[src/rtl/mam_pkg.sv]
package mam_pkg;
    localparam int TAG_W   = 8;
    localparam int MODE_W  = 2;
    localparam int DATA_W  = 32;

    // window word layout
    localparam int WIN_BASE_LSB = 24;
    localparam int WIN_MASK_LSB = 16;
    localparam int WIN_EN_BIT   = 15;
    localparam int WIN_MODE_LSB = 5;
    localparam int WIN_WP_BIT   = 2;
    // control word layout
    localparam int CTL_EN_BIT   = 31;
    localparam int CTL_MODE_LSB = 8;

    typedef struct packed {
        logic [TAG_W-1:0]  base;
        logic [TAG_W-1:0]  mask;
        logic              en;
        logic [MODE_W-1:0] mode;
        logic              wp;
    } win_cfg_t;

    typedef struct packed {
        logic              cache_en;
        logic [MODE_W-1:0] dflt_mode;
    } ctl_cfg_t;

    function automatic win_cfg_t unpack_win(input logic [DATA_W-1:0] w);
        win_cfg_t r;
        r.base = w[WIN_BASE_LSB +: TAG_W];
        r.mask = w[WIN_MASK_LSB +: TAG_W];
        r.en   = w[WIN_EN_BIT];
        r.mode = w[WIN_MODE_LSB +: MODE_W];
        r.wp   = w[WIN_WP_BIT];
        return r;
    endfunction

    function automatic ctl_cfg_t unpack_ctl(input logic [DATA_W-1:0] w);
        ctl_cfg_t r;
        r.cache_en  = w[CTL_EN_BIT];
        r.dflt_mode = w[CTL_MODE_LSB +: MODE_W];
        return r;
    endfunction
endpackage

[src/rtl/mam_cfg_regs.sv]
module mam_cfg_regs
    import mam_pkg::*;
#(
    parameter int NUM_WIN = 2,
    parameter int SEL_W   = 2
) (
    input  logic                          clk,
    input  logic                          rst_n,
    input  logic                          we,
    input  logic [SEL_W-1:0]              sel,
    input  logic [DATA_W-1:0]             wdata,
    output win_cfg_t [NUM_WIN-1:0]        win_q,
    output ctl_cfg_t                      ctl_q
);
    localparam logic [SEL_W-1:0] CTL_SEL = SEL_W'(NUM_WIN);

    for (genvar i = 0; i < NUM_WIN; i++) begin : g_win
        always_ff @(posedge clk or negedge rst_n) begin
            if (!rst_n) begin
                win_q[i] <= '0;
            end else if (we && sel == SEL_W'(i)) begin
                win_q[i] <= unpack_win(wdata);
            end
        end
    end

    always_ff @(posedge clk or negedge rst_n) begin
        if (!rst_n) begin
            ctl_q <= '0;
        end else if (we && sel == CTL_SEL) begin
            ctl_q <= unpack_ctl(wdata);
        end
    end
endmodule

[src/rtl/mam_win_cmp.sv]
module mam_win_cmp
    import mam_pkg::*;
(
    input  win_cfg_t         cfg,
    input  logic [TAG_W-1:0] tag,
    output logic             match
);
    logic [TAG_W-1:0] diff;

    always_comb begin
        diff  = (tag ^ cfg.base) & ~cfg.mask;
        match = cfg.en && (diff == '0);
    end
endmodule

[src/rtl/mam_prio_sel.sv]
module mam_prio_sel
    import mam_pkg::*;
#(
    parameter int NUM_WIN = 2
) (
    input  logic [NUM_WIN-1:0]     match,
    input  win_cfg_t [NUM_WIN-1:0] win,
    input  ctl_cfg_t               ctl,
    output logic [NUM_WIN-1:0]     hit,
    output logic [MODE_W-1:0]      mode,
    output logic                   wp,
    output logic                   cacheable
);
    always_comb begin
        hit  = '0;
        mode = ctl.dflt_mode;
        wp   = 1'b0;
        // scan from the lowest priority so the lowest index wins
        for (int i = NUM_WIN - 1; i >= 0; i--) begin
            if (match[i]) begin
                hit     = '0;
                hit[i]  = 1'b1;
                mode    = win[i].mode;
                wp      = win[i].wp;
            end
        end
        cacheable = ctl.cache_en && !mode[MODE_W-1];
    end
endmodule

[src/rtl/mem_attr_matcher.sv]
module mem_attr_matcher
    import mam_pkg::*;
#(
    parameter int ADDR_W  = 32,
    parameter int NUM_WIN = 2,
    parameter int SEL_W   = 2
) (
    input  logic                 clk,
    input  logic                 rst_n,
    input  logic                 cfg_we,
    input  logic [SEL_W-1:0]     cfg_sel,
    input  logic [DATA_W-1:0]    cfg_wdata,
    input  logic                 acc_valid,
    input  logic                 acc_write,
    input  logic [ADDR_W-1:0]    acc_addr,
    output logic                 res_valid,
    output logic [NUM_WIN-1:0]   res_hit,
    output logic [MODE_W-1:0]    res_mode,
    output logic                 res_cacheable,
    output logic                 res_wp,
    output logic                 res_fault
);
    localparam int TAG_LSB = ADDR_W - TAG_W;

    win_cfg_t [NUM_WIN-1:0] win_q;
    ctl_cfg_t               ctl_q;
    logic [TAG_W-1:0]       tag;
    logic [NUM_WIN-1:0]     match;
    logic [NUM_WIN-1:0]     hit_d;
    logic [MODE_W-1:0]      mode_d;
    logic                   wp_d;
    logic                   cach_d;
    logic                   cache_en_w;
    logic [MODE_W-1:0]      dflt_mode_w;

    assign tag         = acc_addr[TAG_LSB +: TAG_W];
    assign cache_en_w  = ctl_q.cache_en;
    assign dflt_mode_w = ctl_q.dflt_mode;

    mam_cfg_regs #(.NUM_WIN(NUM_WIN), .SEL_W(SEL_W)) u_regs (
        .clk   (clk),
        .rst_n (rst_n),
        .we    (cfg_we),
        .sel   (cfg_sel),
        .wdata (cfg_wdata),
        .win_q (win_q),
        .ctl_q (ctl_q)
    );

    for (genvar i = 0; i < NUM_WIN; i++) begin : g_cmp
        mam_win_cmp u_cmp (
            .cfg   (win_q[i]),
            .tag   (tag),
            .match (match[i])
        );
    end

    mam_prio_sel #(.NUM_WIN(NUM_WIN)) u_sel (
        .match     (match),
        .win       (win_q),
        .ctl       (ctl_q),
        .hit       (hit_d),
        .mode      (mode_d),
        .wp        (wp_d),
        .cacheable (cach_d)
    );

    always_ff @(posedge clk or negedge rst_n) begin
        if (!rst_n) begin
            res_valid     <= 1'b0;
            res_hit       <= '0;
            res_mode      <= '0;
            res_cacheable <= 1'b0;
            res_wp        <= 1'b0;
            res_fault     <= 1'b0;
        end else begin
            res_valid     <= acc_valid;
            res_hit       <= acc_valid ? hit_d : '0;
            res_mode      <= acc_valid ? mode_d : '0;
            res_cacheable <= acc_valid && cach_d;
            res_wp        <= acc_valid && wp_d;
            res_fault     <= acc_valid && acc_write && wp_d;
        end
    end
endmodule

[config.mk]
export PLATFORM = sky130hd
export DESIGN_NAME = mem_attr_matcher
export DESIGN_NICKNAME = d
export VERILOG_FILES = /design/src/rtl/mam_pkg.sv /design/src/rtl/mam_cfg_regs.sv /design/src/rtl/mam_win_cmp.sv /design/src/rtl/mam_prio_sel.sv /design/src/rtl/mem_attr_matcher.sv
export SDC_FILE = /design/constraint.sdc
export NUM_CORES = 1
export LEC_CHECK = 0
export ABC_CLOCK_PERIOD_IN_PS = 1990
export BUFFER_PORTS_ARGS = -buffer_cell sky130_fd_sc_hd__buf_2
export CORE_AREA = 2 2 70 72
export DETAILED_ROUTE_END_ITERATION = 10
export DIE_AREA = 0 0 72 74
export PLACE_DENSITY = 0.77
export SYNTH_ARGS = -nofsm -noshare
export SYNTH_HDL_FRONTEND = slang
export SYNTH_SLANG_ARGS = --single-unit
export TNS_END_PERCENT = 50
[constraint.sdc]
create_clock -name clk -period 1.99 [get_ports clk]
set_input_delay 0.398 -clock clk [delete_from_list [all_inputs] [get_ports clk]]
set_output_delay 0.398 -clock clk [all_outputs]
set_load 0.01 [all_outputs]
==> flow_summary_export.csv, run 1 <==
group,metric,value,unit
layout,area_growth,19.1,%
clocking,cts_tree,"done",
timing,report.final.setup_viol,0,
routing,detail_route.wl_per_cell,14.6,um
timing,finalWorstSetupSlack,216,ps
global_route,grt_max_degree,52,
floorplan,dieArea,5330,um2
global_route,antenna_found_initial,0,
timing,rsz0062_at_grt,"false",
placed_design,portBuffers,44,
routing,ant_nets,0,
clocking,clock_sinks,51,
timing,worst_pin_slew,385,ps
run_status,status,"complete, no violations",
worst_setup_path,crit_fanout,3,
worst_setup_path,start_kind,"register",
timing,period_minus_slack,1770,ps
synth,synth.net_count,218,
routing,drtIter0Drc,27,
worst_setup_path,r2r_setup_slack,220,ps
timing,tns,0,ps
layout,final_cell_mix,"dfrtp_1, buf_2, mux2_2",
clocking,cts-root-buf,"clkbuf_8",
routing,drc,0,
routing,wl,3660,um
min_path,hold_path_class,"in -> async",
synth,synthesis.area,2150,um2
routing,via_count,1290,
placed_design,gp_congestion,0.721,
clocking,cts_buffers,5,
clocking,ctsResizeCount,0,
global_route,grt_pass1_wl,6200,um
floorplan,fp.dieH,74,um
floorplan,rows,25,
placed_design,dp_hpwl,2630,um
layout,drive_above_1_share,50.8,%
global_route,grt_overflow,0,
routing,vias_per_cell,5.14,
timing,drv_slew,0,
timing,final_hold_viol_count,0,
clocking,clk-insertion-delay-late,300,ps
layout,antenna_cells,0,
floorplan,fp.coreArea,4600,um2
clocking,htreeDepth,2,
synth,ys_ff_latch,51,
clocking,path_clk_slew,80,ps
global_route,grt_use_total,15.3,%
worst_setup_path,path_class,"reg -> reg",
floorplan,ios,79,
routing,firstDrtPassIters,4,
clocking,hold_buffers,0,
clocking,post_cts_buffers,0,
synth,synth_cell_types,21,
flow_run,maxCapViolCount,0,
synth,synth_warnings,0,
timing,slew_headroom,74.1,%
timing,period_share,89.2,%
timing,fin_skew,8.88,ps
synth,ys_seq_area_share,59.5,%
floorplan,die_w,72,um
worst_setup_path,crit_path_end_kind,"register",
power_and_ir_drop,ir_drop,0.614,mV
floorplan,start_util,46.7,%
power_and_ir_drop,power.leakage,1.16,nW
clocking,cts_max_path_buffers,2,
placed_design,place_ws,71.9,ps
power_and_ir_drop,powerDensity,958,nW/um2
timing,fmax,564,MHz
layout,final_nets,268,
synth,synthCells,147,
global_route,grt_pass1_vias,1388,
worst_setup_path,cp.required,2180,ps
worst_setup_path,arrival,1960,ps
layout,final_common_cell,"dfrtp_1",
synth,syn_area_per_cell,14.6,um2
-- routing by layer --
layer,vias up,global-route usage [%],wire (um)
met5,-,0,0
met4,0,5.03,48
met3,7,3.93,212
met2,41,26.0,1750
met1,621,19.3,1650
li1,621,-,-
-- sequential cells by signal, indices dropped and copies added, names as in the netlist --
register and count:
res_fault 1, res_hit 2, res_wp 1, res_valid 1, res_cacheable 1, res_mode 2
u_regs.ctl_q 3, u_regs.win_q 40
-- cell usage after synthesis (all sizes together) --
cell    count  area (um2)
xnor2      16         140
nand2       2        7.51
a32o        1        10.0
o22a        1        8.76
a211oi      1        7.51
mux2i       3        30.0
inv         1        3.75
o22ai       5        31.3
nor3        2        15.0
o211ai      1        21.3
a21oi       1        5.00
o21ai       3        15.0
nand3b      2        15.0
mux2       43         484
and3        2        17.5
buf         4        20.0
dfrtp      51        1280
nor3b       2        15.0
nor2        6        22.5
-- power breakdown --
part | switching [mW] | internal (mW)
Clock | 0.310 | 0.368
Combinational | 0.189 | 0.270
Sequential | 0.0953 | 1.22
-- critical path, cell delays in order (launching register included) --
cell and delay [ps]:
dfrtp_1 400, xnor2_1 150, o22ai_1 120, nor3_1 370
nand2_1 220, mux2i_1 180, a32o_1 230
-- worst paths after layout --
kind,start,to,cells after the start
max in group asynchronous,rst_n,u_regs.win_q[33]$_DFFE_PN0P_,2
min in group clk,acc_valid,res_valid$_DFF_PN0_,1
worst max-delay path,u_regs.win_q[33]$_DFFE_PN0P_,res_cacheable$_DFF_PN0_,6
worst max register to register,u_regs.win_q[33]$_DFFE_PN0P_,res_cacheable$_DFF_PN0_,6
worst min register to register,u_regs.win_q[20]$_DFFE_PN0P_,u_regs.win_q[20]$_DFFE_PN0P_,1
worst min-delay path,rst_n,res_wp$_DFF_PN0_,2
-- per-stage QoR --
stage	utilization (%)	cell area (um2)	hold slack (ps)	instances	power [mW]
CTS	55.6	2560	85.0	251	2.48
detailed placement	53.4	2450	408	244	1.80
global placement	53.4	2450	407	244	1.78
floorplan	-	2150	102	147	1.64
finish	55.6	2560	71.5	251	2.45
global route	55.6	2560	95.0	251	2.58
-- cells by family after synthesis --
kind of cell / after synthesis / share of synthesized area, %
muxes: 46 / 24.0
xor gates and xnor gates: 16 / 6.53
DFF: 51 / 59.5
AOI/OAI and AO/OA: 13 / 4.61
and+or+nand+nor: 16 / 4.31
buffers and inverters: 5 / 1.11
-- final cells by class --
type                            count  area (um2)
Timing Repair Buffer               47         255
Clock inverter                      1        30.0
Tap cell                           54        67.6
Sequential cell                    51        1280
Fill cell                         400        2040
Multi-Input combinational cell     91         851
Inverter                            1        3.75
Clock buffer                        6        72.6
Note: power is estimated with default switching activity, not from simulation.
==> run 2: changes to the inputs <==
--- a/config.mk
+++ b/config.mk
@@ -5,12 +5,14 @@
 export SDC_FILE = /design/constraint.sdc
 export NUM_CORES = 1
 export LEC_CHECK = 0
-export ABC_CLOCK_PERIOD_IN_PS = 1990
+export ABC_CLOCK_PERIOD_IN_PS = 2000
 export BUFFER_PORTS_ARGS = -buffer_cell sky130_fd_sc_hd__buf_2
 export CORE_AREA = 2 2 70 72
+export CTS_CLUSTER_SIZE = 10
 export DETAILED_ROUTE_END_ITERATION = 10
 export DIE_AREA = 0 0 72 74
 export PLACE_DENSITY = 0.77
+export REMOVE_ABC_BUFFERS = 1
 export SYNTH_ARGS = -nofsm -noshare
 export SYNTH_HDL_FRONTEND = slang
 export SYNTH_SLANG_ARGS = --single-unit
==> constraint.sdc (replaced) <==
create_clock -name clk -period 2 [get_ports clk]
set_input_delay 0.4 -clock clk [delete_from_list [all_inputs] [get_ports clk]]
set_output_delay 0.4 -clock clk [all_outputs]
set_load 0.01 [all_outputs]
==> run 2 against run 1 <==
Die area stayed put. Power is 5.1% lower. Clock-buffer cell count stayed put. Sequential cell count stayed put. Clock power is 16% lower. First-iteration DRC count is 67% higher. Global-route usage is 0.53 points higher. Final area is 1.2% lower. Via count is 0.93% higher. Sequential power hardly changed. Critical path type unchanged. Largest power group unchanged.
==> flow_summary_export.csv, run 2 (synthesized netlist as in run 1, its figures left out) <==
group,metric,value,unit
run_status,status,"complete, no violations",
global_route,grtUsageMet2,25.5,%
clocking,clk-insertion-delay-late,300,ps
worst_setup_path,path_class,"reg -> reg",
routing,via_count,1302,
routing,detail_route.wl_per_cell,14.6,um
worst_setup_path,crit_fanout,3,
floorplan,die_w,72,um
routing,drc,0,
layout,drive_above_1_share,51.0,%
clocking,ctsResizeCount,0,
power_and_ir_drop,ir_drop,0.451,mV
worst_setup_path,cp.required,2190,ps
global_route,top_usage_layer,"met2",
clocking,path_clk_slew,90,ps
timing,fin_hold_ws,203,ps
timing,period_share,84.4,%
layout,antenna_cells,0,
flow_run,maxCapViolCount,0,
placed_design,dp_hpwl,2640,um
layout,largest_register,"u_regs.win_q",
global_route,grt_pass1_vias,1352,
clocking,post_cts_buffers,0,
layout,largest_reg_flops,40,
placed_design,portBuffers,44,
timing,final_hold_viol_count,0,
timing,period_minus_slack,1690,ps
clocking,cts_buffers,5,
timing,worst_pin_slew,624,ps
timing,fin_skew,5.73,ps
clocking,clock_sinks,51,
power_and_ir_drop,power.total,2.32,mW
global_route,met1_usage,20.6,%
worst_setup_path,r2r_setup_slack,310,ps
floorplan,fp.coreArea,4600,um2
layout,area_growth,17.7,%
timing,finalWorstSetupSlack,312,ps
min_path,hold_path_class,"in -> async",
floorplan,rows,25,
global_route,grt_pass1_wl,6310,um
routing,vias_per_cell,5.17,
routing,drtIter0Drc,45,
layout,regArea,1280,um2
placed_design,gp_congestion,0.747,
clocking,cts-root-buf,"clkbuf_8",
timing,drv_slew,0,
power_and_ir_drop,power.leakage,1.15,nW
worst_setup_path,arrival,1870,ps
clocking,htreeDepth,2,
routing,ant_nets,0,
timing,rsz0062_at_grt,"false",
timing,tns,0,ps
worst_setup_path,start_kind,"register",
timing,slew_headroom,58.4,%
floorplan,start_util,46.7,%
global_route,use_met3,5.01,%
placed_design,dpl-instance-area,2440,um2
layout,design_area,2530,um2
global_route,grt_overflow,0,
layout,final_nets,268,
layout,multi_input_comb_area,851,um2
layout,reg_top3,"u_regs.win_q: 40 flops, u_regs.ctl_q: 3 flops",
routing,firstDrtPassIters,4,
floorplan,dieArea,5330,um2
routing,wl,3670,um
clocking,cts_max_path_buffers,2,
clocking,cts_tree,"done",
floorplan,ios,79,
layout,final_common_cell,"dfrtp_1",
global_route,grt_use_total,15.8,%
clocking,hold_buffers,0,
placed_design,place_ws,193,ps
worst_setup_path,crit_path_end_kind,"register",
power_and_ir_drop,powerDensity,920,nW/um2
timing,fmax,592,MHz
global_route,antenna_found_initial,0,
layout,final_cell_mix,"dfrtp_1, buf_2, mux2_2",
floorplan,fp.dieH,74,um
global_route,grt_max_degree,52,
layout,fillers,410,
timing,report.final.setup_viol,0,
[run 2: changes by cell type in the layout (fill, tap and decap cells not counted), sizes merged]
cell,delta
clkinvlp,+1
bufinv,-1
clkinv,+1
[run 2: metrics by stage]
step / utilization, % / cells
6_report: 54.9 / 252
5_1_grt: 54.9 / 252
4_1_cts: 54.9 / 252
3_5_place_dp: 53.1 / 244
3_3_place_gp: 53.1 / 244
2_1_floorplan: - / 143
[run 2: final timing paths]
kind | start | to | cells past startpoint
max reg2reg | u_regs.win_q[34]$_DFFE_PN0P_ | res_cacheable$_DFF_PN0_ | 6
max | u_regs.win_q[34]$_DFFE_PN0P_ | res_cacheable$_DFF_PN0_ | 6
min reg2reg | u_regs.win_q[28]$_DFFE_PN0P_ | u_regs.win_q[28]$_DFFE_PN0P_ | 1
max in group asynchronous | rst_n | u_regs.win_q[19]$_DFFE_PN0P_ | 2
min | rst_n | u_regs.win_q[9]$_DFFE_PN0P_ | 2
min in group clk | acc_valid | res_valid$_DFF_PN0_ | 1
[run 2: layout make-up]
type / count / area share [%]
flip-flops and latches: 51 / 50.5
well taps: 54 / 2.67
repair buffers: 47 / 9.61
clock buffers: 6 / 2.87
clock inverters: 2 / 0.495
inverters: 1 / 0.149
multi-input cells: 91 / 33.7
[run 2: routing by layer]
| layer | routed length [um] | share of wire, % |
|---|---|---|
| met3 | 235 | 6.4 |
| met4 | 48 | 1.3 |
| met1 | 1730 | 47 |
| met5 | 0 | 0 |
| met2 | 1660 | 45 |
[run 2: where the power goes]
part / internal [mW] / leakage (nW) / total (mW) / switching, mW
combinational: 0.265 / 0.492 / 0.453 / 0.187
clock: 0.245 / 0.0412 / 0.568 / 0.323
sequential: 1.21 / 0.615 / 1.30 / 0.0931
total: 1.72 / 1.15 / 2.32 / 0.604
[run 2: worst max-delay path: stages, from the launching register on]
cell and delay [ps]:
dfrtp_1 400, xnor2_1 180, o22ai_1 110, nor3_1 300, nand2_1 200, mux2i_1 170
a32o_1 230
